### config.mk
export PLATFORM = sky130hd
export DESIGN_NAME = mem_order_gate
export DESIGN_NICKNAME = d
export VERILOG_FILES = /design/src/rtl/mog_pkg.sv /design/src/rtl/mog_classify.sv /design/src/rtl/mog_wbuf.sv /design/src/rtl/mog_rdchan.sv /design/src/rtl/mem_order_gate.sv
export SDC_FILE = /design/constraint.sdc
export NUM_CORES = 1
export LEC_CHECK = 0
export ABC_AREA = 1
export ABC_CLOCK_PERIOD_IN_PS = 8000
export BUFFER_PORTS_ARGS = -buffer_cell sky130_fd_sc_hd__clkbuf_2
export CAP_MARGIN = 15
export CORE_ASPECT_RATIO = 0.7
export CORE_MARGIN = 8
export CORE_UTILIZATION = 34
export DETAILED_ROUTE_END_ITERATION = 10
export PLACE_DENSITY = 0.58
export SYNTH_ARGS = -nofsm -noshare
export SYNTH_HDL_FRONTEND = slang
export SYNTH_HIERARCHICAL = 1
export SYNTH_SLANG_ARGS = --single-unit
### constraint.sdc
create_clock -name clk -period 8 [get_ports clk]
set_clock_uncertainty 0.15 [all_clocks]
set_input_delay 1.2 -clock clk [delete_from_list [all_inputs] [get_ports clk]]
set_output_delay 1.2 -clock clk [all_outputs]
set_load 0.01 [all_outputs]
### src/rtl/mog_pkg.sv
package mog_pkg;

  // How an access must be handled relative to the write buffer.
  typedef enum logic [1:0] {
    K_STORE     = 2'd0,  // posted into the write buffer
    K_HIT_LOOSE = 2'd1,  // relaxed cache hit, may pass a buffered store
    K_HIT_TIGHT = 2'd2,  // strict cache hit, waits for empty buffer
    K_BUS_LOAD  = 2'd3   // load served by the bus, waits for empty buffer
  } acc_kind_e;

endpackage

### src/rtl/mog_classify.sv
module mog_classify
  import mog_pkg::*;
(
  input  logic      is_write,
  input  logic      is_precise,
  input  logic      is_ctl,
  input  logic      hit,
  output acc_kind_e kind
);

  logic uncached;
  logic strict;

  // Control space forces uncached + strict regardless of the presented mode.
  assign uncached = is_ctl || !hit;
  assign strict   = is_ctl || is_precise;

  always_comb begin
    if (is_write)      kind = K_STORE;
    else if (uncached) kind = K_BUS_LOAD;
    else if (strict)   kind = K_HIT_TIGHT;
    else               kind = K_HIT_LOOSE;
  end

endmodule

### src/rtl/mog_wbuf.sv
module mog_wbuf #(
  parameter int AW = 32,
  parameter int DW = 32
) (
  input  logic          clk,
  input  logic          rst,
  input  logic          push,
  input  logic [AW-1:0] push_addr,
  input  logic [DW-1:0] push_data,
  input  logic          drain,
  input  logic [AW-1:0] look_addr,
  output logic          full,
  output logic [AW-1:0] head_addr,
  output logic [DW-1:0] head_data,
  output logic          look_match
);

  logic          vld_q;
  logic [AW-1:0] addr_q;
  logic [DW-1:0] data_q;

  always_ff @(posedge clk) begin
    if (rst) begin
      vld_q <= 1'b0;
    end else if (push) begin
      vld_q <= 1'b1;
    end else if (drain) begin
      vld_q <= 1'b0;
    end
  end

  always_ff @(posedge clk) begin
    if (push) begin
      addr_q <= push_addr;
      data_q <= push_data;
    end
  end

  assign full       = vld_q;
  assign head_addr  = addr_q;
  assign head_data  = data_q;
  assign look_match = vld_q && (addr_q == look_addr);

endmodule

### src/rtl/mog_rdchan.sv
module mog_rdchan #(
  parameter int AW = 32,
  parameter int DW = 32
) (
  input  logic          clk,
  input  logic          rst,
  input  logic          launch,
  input  logic [AW-1:0] launch_addr,
  input  logic          bus_ready,
  input  logic [DW-1:0] bus_rdata,
  input  logic          hit_done,
  input  logic [DW-1:0] hit_data,
  output logic          busy,
  output logic [AW-1:0] rd_addr,
  output logic          rsp_valid,
  output logic [DW-1:0] rsp_data
);

  logic          busy_q;
  logic [AW-1:0] addr_q;
  logic          rv_q;
  logic [DW-1:0] rd_q;
  logic          bus_done;

  assign bus_done = busy_q && bus_ready;

  always_ff @(posedge clk) begin
    if (rst) begin
      busy_q <= 1'b0;
    end else if (launch) begin
      busy_q <= 1'b1;
    end else if (bus_done) begin
      busy_q <= 1'b0;
    end
  end

  always_ff @(posedge clk) begin
    if (launch) addr_q <= launch_addr;
  end

  always_ff @(posedge clk) begin
    if (rst) begin
      rv_q <= 1'b0;
    end else begin
      rv_q <= bus_done || hit_done;
    end
  end

  always_ff @(posedge clk) begin
    if (bus_done)      rd_q <= bus_rdata;
    else if (hit_done) rd_q <= hit_data;
  end

  assign busy      = busy_q;
  assign rd_addr   = addr_q;
  assign rsp_valid = rv_q;
  assign rsp_data  = rd_q;

endmodule

### src/rtl/mem_order_gate.sv
module mem_order_gate
  import mog_pkg::*;
#(
  parameter int AW = 32,
  parameter int DW = 32
) (
  input  logic          clk,
  input  logic          rst,
  input  logic          req_valid,
  input  logic          req_write,
  input  logic          req_precise,
  input  logic          req_ctl,
  input  logic [AW-1:0] req_addr,
  input  logic [DW-1:0] req_wdata,
  input  logic          cache_hit,
  input  logic [DW-1:0] cache_rdata,
  output logic          req_stall,
  output logic          rsp_valid,
  output logic [DW-1:0] rsp_data,
  output logic          bus_req,
  output logic          bus_we,
  output logic [AW-1:0] bus_addr,
  output logic [DW-1:0] bus_wdata,
  input  logic          bus_ready,
  input  logic [DW-1:0] bus_rdata
);

  acc_kind_e     kind;
  logic          wb_full;
  logic [AW-1:0] wb_addr;
  logic [DW-1:0] wb_data;
  logic          wb_match;
  logic          rd_busy;
  logic [AW-1:0] rd_addr;
  logic          accept;
  logic          push_st;
  logic          launch_rd;
  logic          hit_done;
  logic [DW-1:0] hit_data;

  mog_classify u_cls (
    .is_write   (req_write),
    .is_precise (req_precise),
    .is_ctl     (req_ctl),
    .hit        (cache_hit),
    .kind       (kind)
  );

  // Stall decision: one bus transaction at a time, single store slot,
  // only relaxed hits may overtake a buffered store.
  always_comb begin
    req_stall = 1'b0;
    if (req_valid) begin
      if (rd_busy) begin
        req_stall = 1'b1;
      end else begin
        unique case (kind)
          K_HIT_LOOSE: req_stall = 1'b0;
          default:     req_stall = wb_full;
        endcase
      end
    end
  end

  assign accept    = req_valid && !req_stall;
  assign push_st   = accept && (kind == K_STORE);
  assign launch_rd = accept && (kind == K_BUS_LOAD);
  assign hit_done  = accept && ((kind == K_HIT_LOOSE) || (kind == K_HIT_TIGHT));
  assign hit_data  = wb_match ? wb_data : cache_rdata;

  mog_wbuf #(.AW(AW), .DW(DW)) u_wb (
    .clk        (clk),
    .rst        (rst),
    .push       (push_st),
    .push_addr  (req_addr),
    .push_data  (req_wdata),
    .drain      (bus_ready),
    .look_addr  (req_addr),
    .full       (wb_full),
    .head_addr  (wb_addr),
    .head_data  (wb_data),
    .look_match (wb_match)
  );

  mog_rdchan #(.AW(AW), .DW(DW)) u_rd (
    .clk         (clk),
    .rst         (rst),
    .launch      (launch_rd),
    .launch_addr (req_addr),
    .bus_ready   (bus_ready),
    .bus_rdata   (bus_rdata),
    .hit_done    (hit_done),
    .hit_data    (hit_data),
    .busy        (rd_busy),
    .rd_addr     (rd_addr),
    .rsp_valid   (rsp_valid),
    .rsp_data    (rsp_data)
  );

  // Store and bus read are never outstanding together, so the bus side
  // is a plain select between two register sets.
  assign bus_req   = wb_full || rd_busy;
  assign bus_we    = wb_full;
  assign bus_addr  = wb_full ? wb_addr : rd_addr;
  assign bus_wdata = wb_data;

endmodule

==> results.md <==
* Pin count of the biggest net entering global routing at 65
* Slew @ Worst Pin at 1054 ps
* Die outline height at 129.7 um
* DRT Pass-1 Iters at 5
* Worst path slowest cell: a21boi_0
* Clock sinks at 131
* Grt ovf at 0
* Sequential area share after synthesis at 62.21%
* Post-synthesis compound-gate area fraction at 5.563%
* RSZ-0062 raised after global routing: false
* Internal power at 1349 uW
* CP Capture Type: output port
* DP Area at 0.007527 mm2
* Min-delay worst type: flip-flop to flip-flop
* Number of port buffers at 235
* Largest family of logic cells by synthesized area: simple AND/OR/NAND/NOR gates
* CTS Buffer Depth at 2
* TritonCTS clock tree: done
* Via/cell ratio at 4.400
* DR vias at 4862
* Flops & latches, synth at 131
* Layout cell share with drive strength beyond 1 at 35.44%
* Cell Rows at 41
* DRT antenna net count at 0
* Worst path most repeated cell: inv_1
* # fillers at 1774
* Area Overhead vs Synth at 29.37%
* Worst-Skew Late Latency at 410 ps
* Clock slew at reported path FFs at 60 ps
* Diodes inserted at 0
* Max Fclk at 276.9 MHz
* Slew headroom at 29.57%
* Setup TNS at 0 ps
* Worst vdd ir at 110.5 uV
* Critical path launch point type: input port
* CTS root buffer: clkbuf_16
* Syn Inst Count at 622
* Resized Gates After CTS at 0
* Logic pwr share at 9.9%
* Max-slew violations at 0
* Commonest non-fill, non-tap cells in the layout: nand2_1 (255), clkbuf_2 (235), edfxtp_1 (128)
* # DRC at 0
* Crit share post-route at 45.14%
* Most common cell after layout, fill and taps aside: nand2_1
* Post-CTS setup buffer count at 0
* Avg Synthesized Cell Area at 10.09 um2
* Mapped Area at 0.006275 mm2
* First-pass GRT wire length at 26.74 mm
* CP Max Fanout at 2
* Post-synthesis xor/xnor area fraction at 0.9771%
* Post-route cell area at 0.008118 mm2
* Switch Pwr at 414.3 uW
* Hold_buf cts at 0
* Total wire length at 17.66 mm
* Die W at 178.4 um
* Mux cell area share after synthesis at 0%
* Nets at 995
* RePlAce Congestion at 0.7786
* Die ar. at 0.02313 mm2
* Multi-input logic area at 0.001773 mm2
* Fin. Hold Viols at 0
* Reg power frac at 45.7%
* Net Sw Frac at 23.50%
* Total CTS buffers at 17
* CP Cell Sequence: clkbuf_2 -> inv_1 -> nand3_1 -> nand2_1 -> inv_1 -> inv_1 -> ha_1 -> inv_1 -> nand2_1 -> a21boi_0 -> clkbuf_2
* Setup CP Type: input port to output port
* Yosys Warn Count at 6
* CP required at 6650 ps
* Number of global-route vias before repair at 4937
* Pwr dens at 217.2 mW/mm2
* Outcome: completed
* Starting Density at 34.75%
* Antenna violations before repair at 1
* Final setup viols at 0
* CP Data Arrival Time at 2260 ps
* Clk pwr share at 44.4%
* Gr usage total at 15.09%
* Synth Area in Adders at 0.5982%
* Number of top-level pins at 236
* CP peak stage delay at 240 ps
* HPWL after detailed placement at 12.85 mm
* H-tree depth at 4
* WL/cell at 15.98 um
* Synth Area in Simple Gates at 20.76%
* Final min period at 3611 ps
* Max cap viols at 0
* Core area at 0.01806 mm2
* Mapped Nets at 761
* Netlist cell types at 27
* Reg area at 0.003904 mm2
* DR iter-0 viols at 328
* P_leak at 0.003879 uW
## worst max-delay path: cells and delay by family
family	cells	cell delay [ps]
simple gates	3	180
compound gates	1	240
buf+inv	6	480
fa+ha+maj	1	170
## cells in the mapped netlist, drive strengths merged
cell type,instances,share of area (%)
nand3,38,3.0
buf,22,3.8
a21oi,3,0.42
xnor2,4,0.56
dfxtp,3,0.96
edfxtp,128,61
ha,3,0.60
nand2,261,16
o211ai,1,0.12
a21boi,1,0.12
o21a,1,0.12
nor3,1,0.26
clkbuf,3,0.66
or2,2,0.20
inv,89,5.4
nor2,20,1.2
xor2,3,0.42
o21ai,39,4.8
## metrics by stage
stage | setup slack, ps | power [uW] | std cells | hold slack [ps] | utilization, %
global route | 4167 | 1834 | 1105 | 531.9 | 44.96
CTS | 4400 | 1787 | 1105 | 498.4 | 44.96
global placement | 3995 | 996.5 | 1073 | 484.9 | 41.69
detailed placement | 3978 | 998.9 | 1073 | 482.6 | 41.69
finish | 4389 | 1763 | 1105 | 492.7 | 44.96
floorplan | 2861 | 909.9 | 622 | 427.4 | -
## power groups by stage
| stage | Sequential, uW | Combinational, uW | Clock (uW) |
|---|---|---|---|
| finish | 805 | 175 | 783 |
| global route | 809 | 198 | 827 |
| CTS | 806 | 180 | 801 |
| detailed placement | 820 | 179 | 0 |
| global placement | 819 | 177 | 0 |
| floorplan | 829 | 80.5 | 0 |
## registers in the layout, indices dropped and copies added (netlist names)
register	flops
u_rd/rd_addr	32
u_rd/rsp_data	32
u_wb/head_addr	32
u_wb/head_data	32
u_rd/busy	1
u_rd/rsp_valid	1
u_wb/full	1
## final timing paths
kind	start	to	slack, ps	cells past startpoint
setup reg to reg	u_wb/full	u_wb/head_data[8]	5170	5
setup / recovery	req_ctl	req_stall	4390	11
hold reg to reg	u_wb/head_data[19]	u_rd/rsp_data[19]	490	4
hold / removal	u_wb/head_data[19]	u_rd/rsp_data[19]	490	4
## final cells by class
cell class | instances | area share (%)
inverter | 89 | 4.208
timing repair buffer | 240 | 14.95
clock buffer | 18 | 5.287
multi-input combinational | 377 | 21.84
sequential | 131 | 48.09
tap | 236 | 3.637
clock inverter | 14 | 1.988
## layer usage
| metal | global-route usage, % | share of wire (%) | vias up |
|---|---|---|---|
| li1 | - | - | 2471 |
| met3 | 5.347 | 9.2 | 15 |
| met2 | 23.61 | 45 | 186 |
| met5 | 0 | 0.074 | - |
| met1 | 19.31 | 44 | 2188 |
| met4 | 4.702 | 1.0 | 2 |
## logic make-up (layout without fill, tap and decap cells)
| group | Yosys count | count (layout) |
|---|---|---|
| compound gates | 45 | 45 |
| flops | 131 | 131 |
| xor+xnor | 7 | 7 |
| buf+inv | 114 | 361 |
| fa+ha+maj | 3 | 3 |
| simple gates | 322 | 322 |
(Power assumes the default switching activity.)
